==> src/rtl/lockseq_pkg.sv <==
package lockseq_pkg;

  typedef enum logic [1:0] {
    SPR_OFF    = 2'd0,
    SPR_NARROW = 2'd1,
    SPR_WIDE   = 2'd2
  } spread_lvl_e;

  // Both upper codes select the wide spread.
  function automatic spread_lvl_e spread_level(input logic [1:0] code);
    case (code)
      2'b00:   return SPR_OFF;
      2'b01:   return SPR_NARROW;
      default: return SPR_WIDE;
    endcase
  endfunction

endpackage

==> src/rtl/lockseq_rst_sync.sv <==
module lockseq_rst_sync #(
  parameter int unsigned STAGES = 2
) (
  input  logic clk,
  input  logic rst_n,
  output logic rst_n_sync
);

  logic [STAGES-1:0] pipe_q;

  always_ff @(posedge clk or negedge rst_n) begin
    if (!rst_n) pipe_q <= '0;
    else        pipe_q <= {pipe_q[STAGES-2:0], 1'b1};
  end

  assign rst_n_sync = pipe_q[STAGES-1];

endmodule

==> src/rtl/lockseq_timer.sv <==
// Lock-by-timeout counter: done rises after LOCK_CYCLES undisturbed cycles.
module lockseq_timer #(
  parameter int unsigned LOCK_CYCLES = 32800
) (
  input  logic clk,
  input  logic arst_n,
  input  logic clr,
  output logic done
);

  localparam int unsigned CW = (LOCK_CYCLES > 2) ? $clog2(LOCK_CYCLES) : 1;
  localparam logic [CW-1:0] LAST = CW'(LOCK_CYCLES - 1);

  logic [CW-1:0] cnt_q, cnt_d;
  logic          done_q, done_d;
  logic          cnt_en;

  always_comb begin
    cnt_en = clr | ~done_q;
    cnt_d  = cnt_q;
    done_d = done_q;
    if (clr) begin
      cnt_d  = '0;
      done_d = 1'b0;
    end else if (cnt_q == LAST) begin
      cnt_d  = '0;
      done_d = 1'b1;
    end else begin
      cnt_d  = cnt_q + 1'b1;
    end
  end

  always_ff @(posedge clk or negedge arst_n) begin
    if (!arst_n) begin
      cnt_q  <= '0;
      done_q <= 1'b0;
    end else if (cnt_en) begin
      cnt_q  <= cnt_d;
      done_q <= done_d;
    end
  end

  assign done = done_q;

endmodule

==> src/rtl/lockseq_spread_watch.sv <==
// Tracks the decoded spread level and runs the post-change window.
module lockseq_spread_watch
  import lockseq_pkg::*;
#(
  parameter int unsigned LOCK_CYCLES = 32800
) (
  input  logic       clk,
  input  logic       arst_n,
  input  logic [1:0] sel,
  output logic       window,
  output logic       hold_low
);

  localparam int unsigned CW = (LOCK_CYCLES > 2) ? $clog2(LOCK_CYCLES) : 1;
  localparam logic [CW-1:0] LAST = CW'(LOCK_CYCLES - 1);

  spread_lvl_e   lvl, prev_q;
  logic          seen_q;
  logic          change;
  logic          win_q, win_d;
  logic          low_q, low_d;
  logic [CW-1:0] cnt_q, cnt_d;
  logic          win_en;

  always_comb begin
    lvl    = spread_level(sel);
    change = seen_q && (lvl != prev_q);
    win_en = change | win_q;
    win_d  = win_q;
    low_d  = low_q;
    cnt_d  = cnt_q;
    if (change) begin
      win_d = 1'b1;
      cnt_d = '0;
      low_d = (lvl != SPR_OFF);
    end else if (cnt_q == LAST) begin
      win_d = 1'b0;
      cnt_d = '0;
    end else begin
      cnt_d = cnt_q + 1'b1;
    end
  end

  always_ff @(posedge clk or negedge arst_n) begin
    if (!arst_n) begin
      seen_q <= 1'b0;
      prev_q <= SPR_OFF;
    end else begin
      seen_q <= 1'b1;
      prev_q <= lvl;
    end
  end

  always_ff @(posedge clk or negedge arst_n) begin
    if (!arst_n) begin
      win_q <= 1'b0;
      low_q <= 1'b0;
      cnt_q <= '0;
    end else if (win_en) begin
      win_q <= win_d;
      low_q <= low_d;
      cnt_q <= cnt_d;
    end
  end

  assign window   = win_q;
  assign hold_low = win_q & low_q;

endmodule

==> src/rtl/dual_lock_sequencer.sv <==
module dual_lock_sequencer #(
  parameter int unsigned LOCK_CYCLES = 32800
) (
  input  logic       clk,
  input  logic       rst_n,
  input  logic       rec_lost,
  input  logic       spr_lost,
  input  logic [1:0] spread_sel,
  output logic       rec_locked,
  output logic       spr_locked,
  output logic       out_force_low,
  output logic       data_valid
);

  localparam int unsigned N_LOOPS = 2;

  logic               arst_n;
  logic [N_LOOPS-1:0] loop_clr;
  logic [N_LOOPS-1:0] loop_done;
  logic               window;
  logic               hold_low;

  lockseq_rst_sync #(.STAGES(2)) u_rst (
    .clk        (clk),
    .rst_n      (rst_n),
    .rst_n_sync (arst_n)
  );

  // Loop 0 recovers the clock; loop 1 spreads it and waits on loop 0.
  assign loop_clr[0] = rec_lost;
  assign loop_clr[1] = rec_lost | spr_lost | ~loop_done[0];

  for (genvar g = 0; g < N_LOOPS; g++) begin : g_loop
    lockseq_timer #(.LOCK_CYCLES(LOCK_CYCLES)) u_timer (
      .clk    (clk),
      .arst_n (arst_n),
      .clr    (loop_clr[g]),
      .done   (loop_done[g])
    );
  end

  lockseq_spread_watch #(.LOCK_CYCLES(LOCK_CYCLES)) u_watch (
    .clk      (clk),
    .arst_n   (arst_n),
    .sel      (spread_sel),
    .window   (window),
    .hold_low (hold_low)
  );

  assign rec_locked    = loop_done[0];
  assign spr_locked    = loop_done[1];
  assign out_force_low = hold_low;
  assign data_valid    = loop_done[0] & loop_done[1] & ~window;

endmodule

==> config.mk <==
export PLATFORM = sky130hd
export DESIGN_NAME = dual_lock_sequencer
export DESIGN_NICKNAME = d
export VERILOG_FILES = /design/src/rtl/lockseq_pkg.sv /design/src/rtl/lockseq_rst_sync.sv /design/src/rtl/lockseq_timer.sv /design/src/rtl/lockseq_spread_watch.sv /design/src/rtl/dual_lock_sequencer.sv
export SDC_FILE = /design/constraint.sdc
export NUM_CORES = 1
export LEC_CHECK = 0
export ABC_CLOCK_PERIOD_IN_PS = 2150
export CORE_MARGIN = 1
export CORE_UTILIZATION = 63
export CTS_CLUSTER_DIAMETER = 200
export DETAILED_ROUTE_END_ITERATION = 7
export DONT_BUFFER_PORTS = 1
export HOLD_SLACK_MARGIN = 0.12
export PLACE_DENSITY = 0.85
export SLEW_MARGIN = 20
export SYNTH_ARGS = -nofsm -noshare
export SYNTH_HDL_FRONTEND = slang
export SYNTH_SLANG_ARGS = --single-unit
==> constraint.sdc <==
create_clock -name clk -period 2.15 [get_ports clk]
set_clock_uncertainty 0.15 [all_clocks]
set_input_delay 0.1075 -clock clk [delete_from_list [all_inputs] [get_ports clk]]
set_output_delay 0.1075 -clock clk [all_outputs]
set_load 0.01 [all_outputs]
Word-level counts from Yosys, hierarchy flattened
Index checks and enable logic that the tools add are counted.
{ "word_totals": {"ff_bits": 57, "input_bits": 6, "output_inout_bits": 4, "elab_cells": 52} }
{ "classes": {"n_addsub": 3, "n_eq_ne": 5, "n_mux": 13, "bitwise": 11, "n_reduce_logical": 10} }
{ "ops": {"columns": ["op", "n"], "rows": [
  ["$mux 16", 6],
  ["$add 16x1->16 const B", 3],
  ["$eq 16x16->1 const B", 3],
  ["$reduce_and 2->1", 4],
  ["$reduce_bool 2->1", 4],
  ["$mux 1", 6],
  ["$or 1x1->1", 5],
  ["$pmux 2 s2", 1],
  ["$and 1x1->1", 3],
  ["$not 1->1", 3],
  ["$eq 2x1->1 const B", 1],
  ["$logic_not 2->1", 1],
  ["$ne 2x2->1", 1],
  ["$logic_and 1x1->1", 1]
]} }

Logic depth before layout (Yosys ltp)
Gate-level depths: netlist (run 1).
{ "depth": {"ltp_word": 6, "depth_mapped": 7, "depth_no_buf": 6} }

Cells and area by module
A second synthesis (run 1) with hierarchy kept.
{ "unflattened": {"cells_unflattened": 308, "area_unflattened_um2": 3108.0} }
{ "modules_own_cells": {"columns": ["module", "instances", "cells_per_inst", "area_per_inst_um2", "seq_area_each_um2"], "rows": [
  ["lockseq_timer", 2, 90, 893.4, 425.4],
  ["lockseq_spread_watch", 1, 123, 1249.9, 525.5],
  ["lockseq_rst_sync", 1, 3, 53.8, 50.0],
  ["dual_lock_sequencer", 1, 2, 17.5, 0.0]
]} }

Worst setup path before layout (run 1)
Ideal clock, no wire load.
{ "synth_timing": {"path_type": "register to register", "from": "register u_watch.prev_q[1]", "to": "register u_watch.cnt_q[6]", "setup_time_ns": 0.133, "t_arrival_ns": 1.495, "required_time_ns": 1.867, "slack_ns": 0.372, "path_stages_with_launch": 6, "n_path_buf": 0, "period_less_slack_ns": 1.778, "path_cell_list": "dfrtp_1 and4bb_4 a211oi_4 or3b_1 xnor2_1 nor2_1"} }
{ "synth_between": {"elab_chain_len": 3, "elab_cells_between_ends": 4, "cone_classes": "eq/ne: 1; mux: 1; bitwise: 1; reduce/logical: 1"} }
{ "synth_rtl": {"columns": ["item", "line_no", "source"], "rows": [
  ["start, declared", "lockseq_spread_watch.sv:17", "spread_lvl_e lvl, prev_q;"],
  ["start signal, assigned", "lockseq_spread_watch.sv:50", "prev_q <= lvl;"],
  ["$ne 2x2->1 *", "lockseq_spread_watch.sv:27", "change = seen_q && (lvl != prev_q);"],
  ["$logic_and 1x1->1 *", "lockseq_spread_watch.sv:27", null],
  ["$mux 16 or $or 1x1->1 (tied branches)", "lockseq_spread_watch.sv:32, lockseq_spread_watch.sv:28", null],
  ["end signal, assigned", "lockseq_spread_watch.sv:62", "cnt_q <= cnt_d;"],
  ["end, declared", "lockseq_spread_watch.sv:22", "logic [CW-1:0] cnt_q, cnt_d;"]
]} }
Every way passes the cells marked *; elsewhere a longest branch is shown, timed or not.
A chain may end at the register's enable or synchronous reset.

Worst setup path in the final report (run 1)
{ "layout_timing": {"from": "register g_loop[1].u_timer.cnt_q[3]", "to": "register g_loop[1].u_timer.cnt_q[15]"} }
{ "layout_between": {"elab_chain_len": 3, "elab_cells_between_ends": 4, "cone_classes": "add/sub: 1; eq/ne: 1; mux: 2"} }
{ "layout_rtl": {"columns": ["item", "line_no", "source"], "rows": [
  ["start, declared", "lockseq_timer.sv:14", "logic [CW-1:0] cnt_q, cnt_d;"],
  ["start signal, assigned", "lockseq_timer.sv:38", "cnt_q <= cnt_d;"],
  ["$add 16x1->16 or $eq 16x16->1 (tied branches)", "lockseq_timer.sv:29, lockseq_timer.sv:25", null],
  ["$mux 16 *", "lockseq_timer.sv:25", "end else if (cnt_q == LAST) begin"],
  ["$mux 16 *", "lockseq_timer.sv:22", "if (clr) begin"]
]} }
Marked as above.

==> reports/metrics.csv, run 1 <==
metric,value,unit
gp_congestion,0.924,
p_clk_share,38.9,%
fp.dieH,69.9,um
num_antenna_cells,0,
synth_seq_cells,57,
endpoint_kind,flip-flop,
setup_violations,0,
cts_tree,yes,
die_area,4890,sq um
drt_first_pass_iters,4,
required,2.25,ns
fmax,0.526,GHz
routed_wl,5730,um
io_buffers,0,
power_density,648,nW/um^2
path_clk_slew,0.07,ns
crit_fanout,8,
seq_area_frac_synth,49.1,%
die_w,69.9,um
grtUsageTotal,26.8,%
grt_pass1_wl,10300,um
rr_worst_depth,5,
post-route-period-util,88.4,%
clkSinkCount,57,
min_path_type,flip-flop to asynchronous set/reset pin,
cts_buffers,9,
num_vias,2275,
max-slew-margin-rel,62.4,%
dp_hpwl,3960,um
grt_pass1_vias,2276,
min_period,1.90,ns
nNetsFinal,332,
clockBufferDepth,2,
ant_nets,0,
worstPathCellList,and3_1 > nand3_1 > nor4_1 > a21oi_1 > a31oi_1,
p_sw,527,uW
cap_violations,0,
tightest_slew,0.565,ns
critical-path-max-stage-delay,0.44,ns
postCtsSetupBuffers,0,
report.final.slew_viol_count,0,
cpMaxStageDelayCell,nor4_1,
finalSetupTns,0,ns
run_status,"complete, no violations",
worstSetupStartpoint,g_loop[1].u_timer.cnt_q[3],
seqCellArea,1430,sq um
insertion_delay,0.33,ns
critPathKind,flip-flop to flip-flop,
cp.arrival,2.00,ns
cp_top_family,simple AND/OR/NAND/NOR gates,
p_leak,0.00132,uW
vias_per_cell,5.99,
final_cell_mix,"dfrtp_1 (56), nor2_1 (53), nand2_1 (24)",
drive_gt1_share,11.0,%
rows,24,
syn-cell-area,2900,sq um
antenna_found_initial,0,
fillerInstances,302,
multiInputGateArea,1420,sq um
postSynthCellCount,304,
area_growth,11.8,%
r2r-start,g_loop[1].u_timer.cnt_q[3],
drt_iter0_drc,163,
start_kind,flip-flop,
rsz0062_at_grt,false,
hold_slack,0.110,ns
path_buf_inv,0,
synth_cell_types,43,
synth.avg_cell_area,9.55,sq um
wl_per_cell,15.1,um
power_frac_comb,7.0,%
io_pins,10,
post-route-util,74.0,%
drc,0,
sequentialPowerShare,54.1,%
clock_tree.root_cell,clkbuf_8,
vdd_ir_drop_max,910,uV
cp_num_cells,5,
p_sw_share,25.0,%
start_util,66.2,%
mostFrequentLayoutCell,dfrtp_1,
core_area,4380,sq um
grt_max_degree,32,
hold_violations,0,
grt-ovfl-total,0,
p_int,1580,uW
ctsHtreeMaxLevel,3,
yosys_warnings,0,
[final cells by class]
class / count / area share [%]
sequential: 57 / 44.0
inverter: 6 / 0.694
timing repair buffer: 16 / 4.55
clock buffer: 10 / 3.93
multi-input combinational: 233 / 43.8
tap: 52 / 2.00
clock inverter: 6 / 1.08
[state kept, by name, indices dropped and copies added (netlist names)]
name,count
g_loop.u_timer.cnt_q,32
u_watch.cnt_q,16
g_loop.u_timer.done,2
u_rst.pipe_q,2
u_watch.prev_q,2
u_watch.low_q,1
u_watch.seen_q,1
u_watch.window,1
[power by group through the flow]
stage | clock (uW) | sequential, uW | combinational [uW]
finish | 817 | 1140 | 148
global route | 884 | 1140 | 165
detailed placement | 0 | 1160 | 133
global placement | 0 | 1150 | 130
CTS | 837 | 1140 | 148
floorplan | 0 | 1150 | 89.6
[layer usage]
layer  vias to the layer above  GRT usage [%]  share of wire [%]
li1                       1104              -                  -
met1                      1111           35.0                 45
met2                        52           43.6                 49
met3                         8           6.93                4.4
met4                         0           9.11                1.4
met5                         -              0                  0
[through the flow]
| stage | cells | setup WS (ns) | total power (uW) | instance area, sq um |
|---|---|---|---|---|
| after floorplan | 305 | 0.296 | 1240 | 2910 |
| after global placement | 358 | 0.327 | 1280 | 3020 |
| after detailed placement | 358 | 0.243 | 1290 | 3020 |
| after CTS | 380 | 0.256 | 2120 | 3250 |
| after global routing | 380 | 0.0162 | 2190 | 3250 |
| final | 380 | 0.249 | 2100 | 3250 |
[cell families after synthesis]
kind of cell,synth area share (%)
simple gates,29.2
flops,49.1
xor+xnor,10.3
compound gates,6.76
buf+inv,2.11
fa+ha+maj,1.29
mux,1.12
other cells,0.129
[cell usage after synthesis]
cell type / n / area [sq um]
dfrtp_1: 57 / 1430
nor2_1: 53 / 199
nand2_1: 24 / 90.1
nand4_1: 20 / 125
xor2_1: 18 / 158
xnor2_1: 16 / 140
nand3_1: 12 / 60.1
a21oi_1: 11 / 55.1
nor3_1: 10 / 50.1
nor4_1: 8 / 50.1
o21ai_0: 8 / 40.0
inv_1: 6 / 22.5
a31oi_1: 5 / 31.3
and3_1: 5 / 31.3
clkbuf_1: 5 / 18.8
buf_2: 4 / 20.0
nand2b_1: 4 / 25.0
or3_1: 4 / 25.0
and2_1: 3 / 18.8
and4_1: 3 / 26.3
ha_1: 3 / 37.5
mux2_2: 2 / 22.5
nor2b_1: 2 / 12.5
nor4b_1: 2 / 17.5
a211oi_4: 1 / 20.0
a21o_1: 1 / 7.51
a22o_1: 1 / 8.76
a22oi_1: 1 / 7.51
and4b_1: 1 / 10.0
and4bb_4: 1 / 16.3
conb_1: 1 / 3.75
mux2i_1: 1 / 10.0
nand4_2: 1 / 12.5
nand4b_1: 1 / 8.76
nand4bb_1: 1 / 11.3
nor2_4: 1 / 11.3
nor3_2: 1 / 10.0
nor4b_2: 1 / 15.0
o21bai_1: 1 / 7.51
o21bai_2: 1 / 11.3
o31ai_1: 1 / 7.51
or3b_1: 1 / 8.76
or4b_4: 1 / 13.8
[repair_timing]
| action | in CTS | in global routing |
|---|---|---|
| endpoints found under the hold margin | 36 | 0 |
| hold buffers | 6 | 0 |
| resized for setup | 0 | 0 |
[final timing paths]
kind | to | slack, ns
max in group asynchronous | g_loop[1].u_timer.cnt_q[0] | 1.18
min reg2reg | g_loop[0].u_timer.cnt_q[11] | 0.11
max reg2reg | g_loop[1].u_timer.cnt_q[15] | 0.25
min | g_loop[0].u_timer.cnt_q[11] | 0.11
max | g_loop[1].u_timer.cnt_q[15] | 0.25
min in group clk | u_watch.cnt_q[14] | 0.14
(Power assumes the default switching activity.)
==> run 2, diff against run 1 <==
- REMOVE_ABC_BUFFERS: not set -> 1
==> reports/metrics.csv, run 2 (synthesized netlist as in run 1, its figures left out) <==
metric,value,unit,change
crit_fanout,12,,+4
dp_slack,0.176,ns,-0.0672 ns
p_sw,512,uW,-2.7%
clock_tree.root_cell,clkbuf_8,,
io_buffers,0,,unchanged
p_sw_share,22.7,%,-2.4 points
die_w,69.9,um,unchanged
tightest_slew,0.552,ns,-0.0126 ns
drive_gt1_share,10.7,%,-0.27 points
io_pins,10,,unchanged
endpoint_kind,flip-flop,,
largest_reg_flops,32,,unchanged
cap_violations,0,,unchanged
grtUsageTotal,26.7,%,-0.044 points
rows,24,,unchanged
fmax,0.523,GHz,-0.58%
postCtsSetupBuffers,0,,unchanged
num_antenna_cells,0,,unchanged
num_vias,2321,,+2.0%
cts_buffers,9,,unchanged
area_growth,13.3,%,
hold_violations,0,,unchanged
grt_pass1_vias,2305,,+1.3%
mostFrequentLayoutCell,dfrtp_1,,
dp_hpwl,3910,um,-1.1%
cts_tree,yes,,
critPathKind,flip-flop to flip-flop,,
fillerInstances,294,,-2.6%
core_area,4380,sq um,unchanged
finalSetupTns,0,ns,unchanged
sequentialPowerShare,50.5,%,-3.6 points
worst_slack,0.237,ns,-0.0111 ns
clkSinkCount,57,,unchanged
drc,0,,unchanged
seqCellArea,1430,sq um,unchanged
wl_per_cell,15.5,um,+2.5%
insertion_delay,0.32,ns,about the same
die_area,4890,sq um,unchanged
run_status,"complete, no violations",,
final_cell_mix,"dfrtp_1 (56), nor2_1 (53), nand2_1 (24)",,
routed_wl,5860,um,+2.2%
min_period,1.91,ns,+0.0111 ns
hold_slack,0.151,ns,+0.0404 ns
ant_nets,0,,unchanged
cp.arrival,1.97,ns,-0.03 ns
largestRegisters,"g_loop.u_timer.cnt_q (32), u_watch.cnt_q (16)",,
grt-ovfl-total,0,,unchanged
required,2.21,ns,-0.04 ns
ctsHtreeMaxLevel,3,,unchanged
start_util,66.2,%,unchanged
rsz0062_at_grt,false,,
power_density,687,nW/um^2,+6.1%
start_kind,flip-flop,,
path_clk_slew,0.06,ns,about the same
drt_iter0_drc,213,,+31%
clockBufferDepth,2,,unchanged
drt_first_pass_iters,5,,+1
setup_violations,0,,unchanged
fin_cells,379,,-0.26%
report.final.slew_viol_count,0,,unchanged
p_leak,0.00133,uW,+1.3%
post-route-period-util,89.0,%,+0.52 points
nNetsFinal,332,,unchanged
vias_per_cell,6.12,,+2.3%
p_int,1750,uW,+11%
grt_max_degree,34,,+6.3%
regMostFlops,g_loop.u_timer.cnt_q,,
dp.cells,356,,-0.56%
fp.dieH,69.9,um,unchanged
multiInputGateArea,1430,sq um,+0.88%
grt_pass1_wl,10100,um,-1.9%
max-slew-margin-rel,62.9,%,+0.50 points
vdd_ir_drop_max,790,uV,-13%
p_clk_share,43.6,%,+4.7 points
min_path_type,input pin to flip-flop,,
gp_congestion,0.926,,+0.29%
power_frac_comb,6.0,%,-1.0 points
antenna_found_initial,0,,unchanged
[run 2: cell count changes in the layout (fill, tap and decap cells not counted), sizes merged]
cell,change
clkbuf,+3
dlygate4sd3,+1
clkinvlp,-2
buf,-2
bufinv,+1
clkinv,-2
[run 2: through the flow]
step | total power [uW] | cell area, sq um | utilization, %
after floorplan | 1240 | 2870 | -
after global placement | 1270 | 3010 | 68.6
after detailed placement | 1280 | 3010 | 68.6
after CTS | 2280 | 3280 | 74.9
after global routing | 2350 | 3290 | 75.1
final | 2260 | 3290 | 75.1
[run 2: what timing repair did]
| item | CTS | global route |
|---|---|---|
| gates resized for setup | 0 | 2 |
| endpoints found under the setup margin | 0 | 13 |
| hold buffers | 8 | 0 |
| hold endpoints to repair | 58 | 0 |
[run 2: final timing paths]
| kind | slack (ns) | depth (start not counted) | end | startpoint |
|---|---|---|---|---|
| worst max-delay path | 0.24 | 7 | g_loop[0].u_timer.cnt_q[13] | g_loop[0].u_timer.cnt_q[0] |
| worst min-delay path | 0.15 | 5 | u_watch.cnt_q[12] | spread_sel[1] |
| worst max register to register | 0.24 | 7 | g_loop[0].u_timer.cnt_q[13] | g_loop[0].u_timer.cnt_q[0] |
| worst min register to register | 0.19 | 1 | g_loop[1].u_timer.cnt_q[13] | u_rst.pipe_q[1] |
| max in group asynchronous | 1.00 | 2 | u_watch.cnt_q[5] | u_rst.pipe_q[1] |
| min in group asynchronous | 0.19 | 1 | g_loop[1].u_timer.cnt_q[13] | u_rst.pipe_q[1] |
[run 2: cell type report]
class | count | area share, %
clock buffers | 12 | 4.71
repair buffers | 16 | 4.49
well taps | 52 | 1.98
flip-flops and latches | 57 | 43.4
clock inverters | 3 | 1.22
inverters | 6 | 0.684
multi-input cells | 233 | 43.5
[run 2: critical path, stage by stage, from the launching register on]
cell and delay (ns):
dfrtp_1 0.40, ha_1 0.23, nand2_1 0.10, nor4_2 0.33, nand3_1 0.13, o21bai_1 0.17, buf_4 0.21, nor2_1 0.07
[run 2: routing by layer]
layer / GRT usage [%] / part of all wire (%) / up-vias
met2: 44.3 / 51 / 73
met1: 33.2 / 42 / 1126
met4: 13.1 / 2.4 / 0
li1: - / - / 1100
met3: 5.77 / 4.6 / 22
met5: 0 / 0 / -
[run 2: power by group through the flow]
| stage | Sequential, uW | Clock, uW | Combinational [uW] |
|---|---|---|---|
| 6_report | 1140 | 986 | 135 |
| 2_1_floorplan | 1160 | 0 | 72.7 |
| 5_1_grt | 1140 | 1060 | 153 |
| 4_1_cts | 1140 | 1000 | 137 |
| 3_5_place_dp | 1170 | 0 | 112 |
| 3_3_place_gp | 1170 | 0 | 108 |
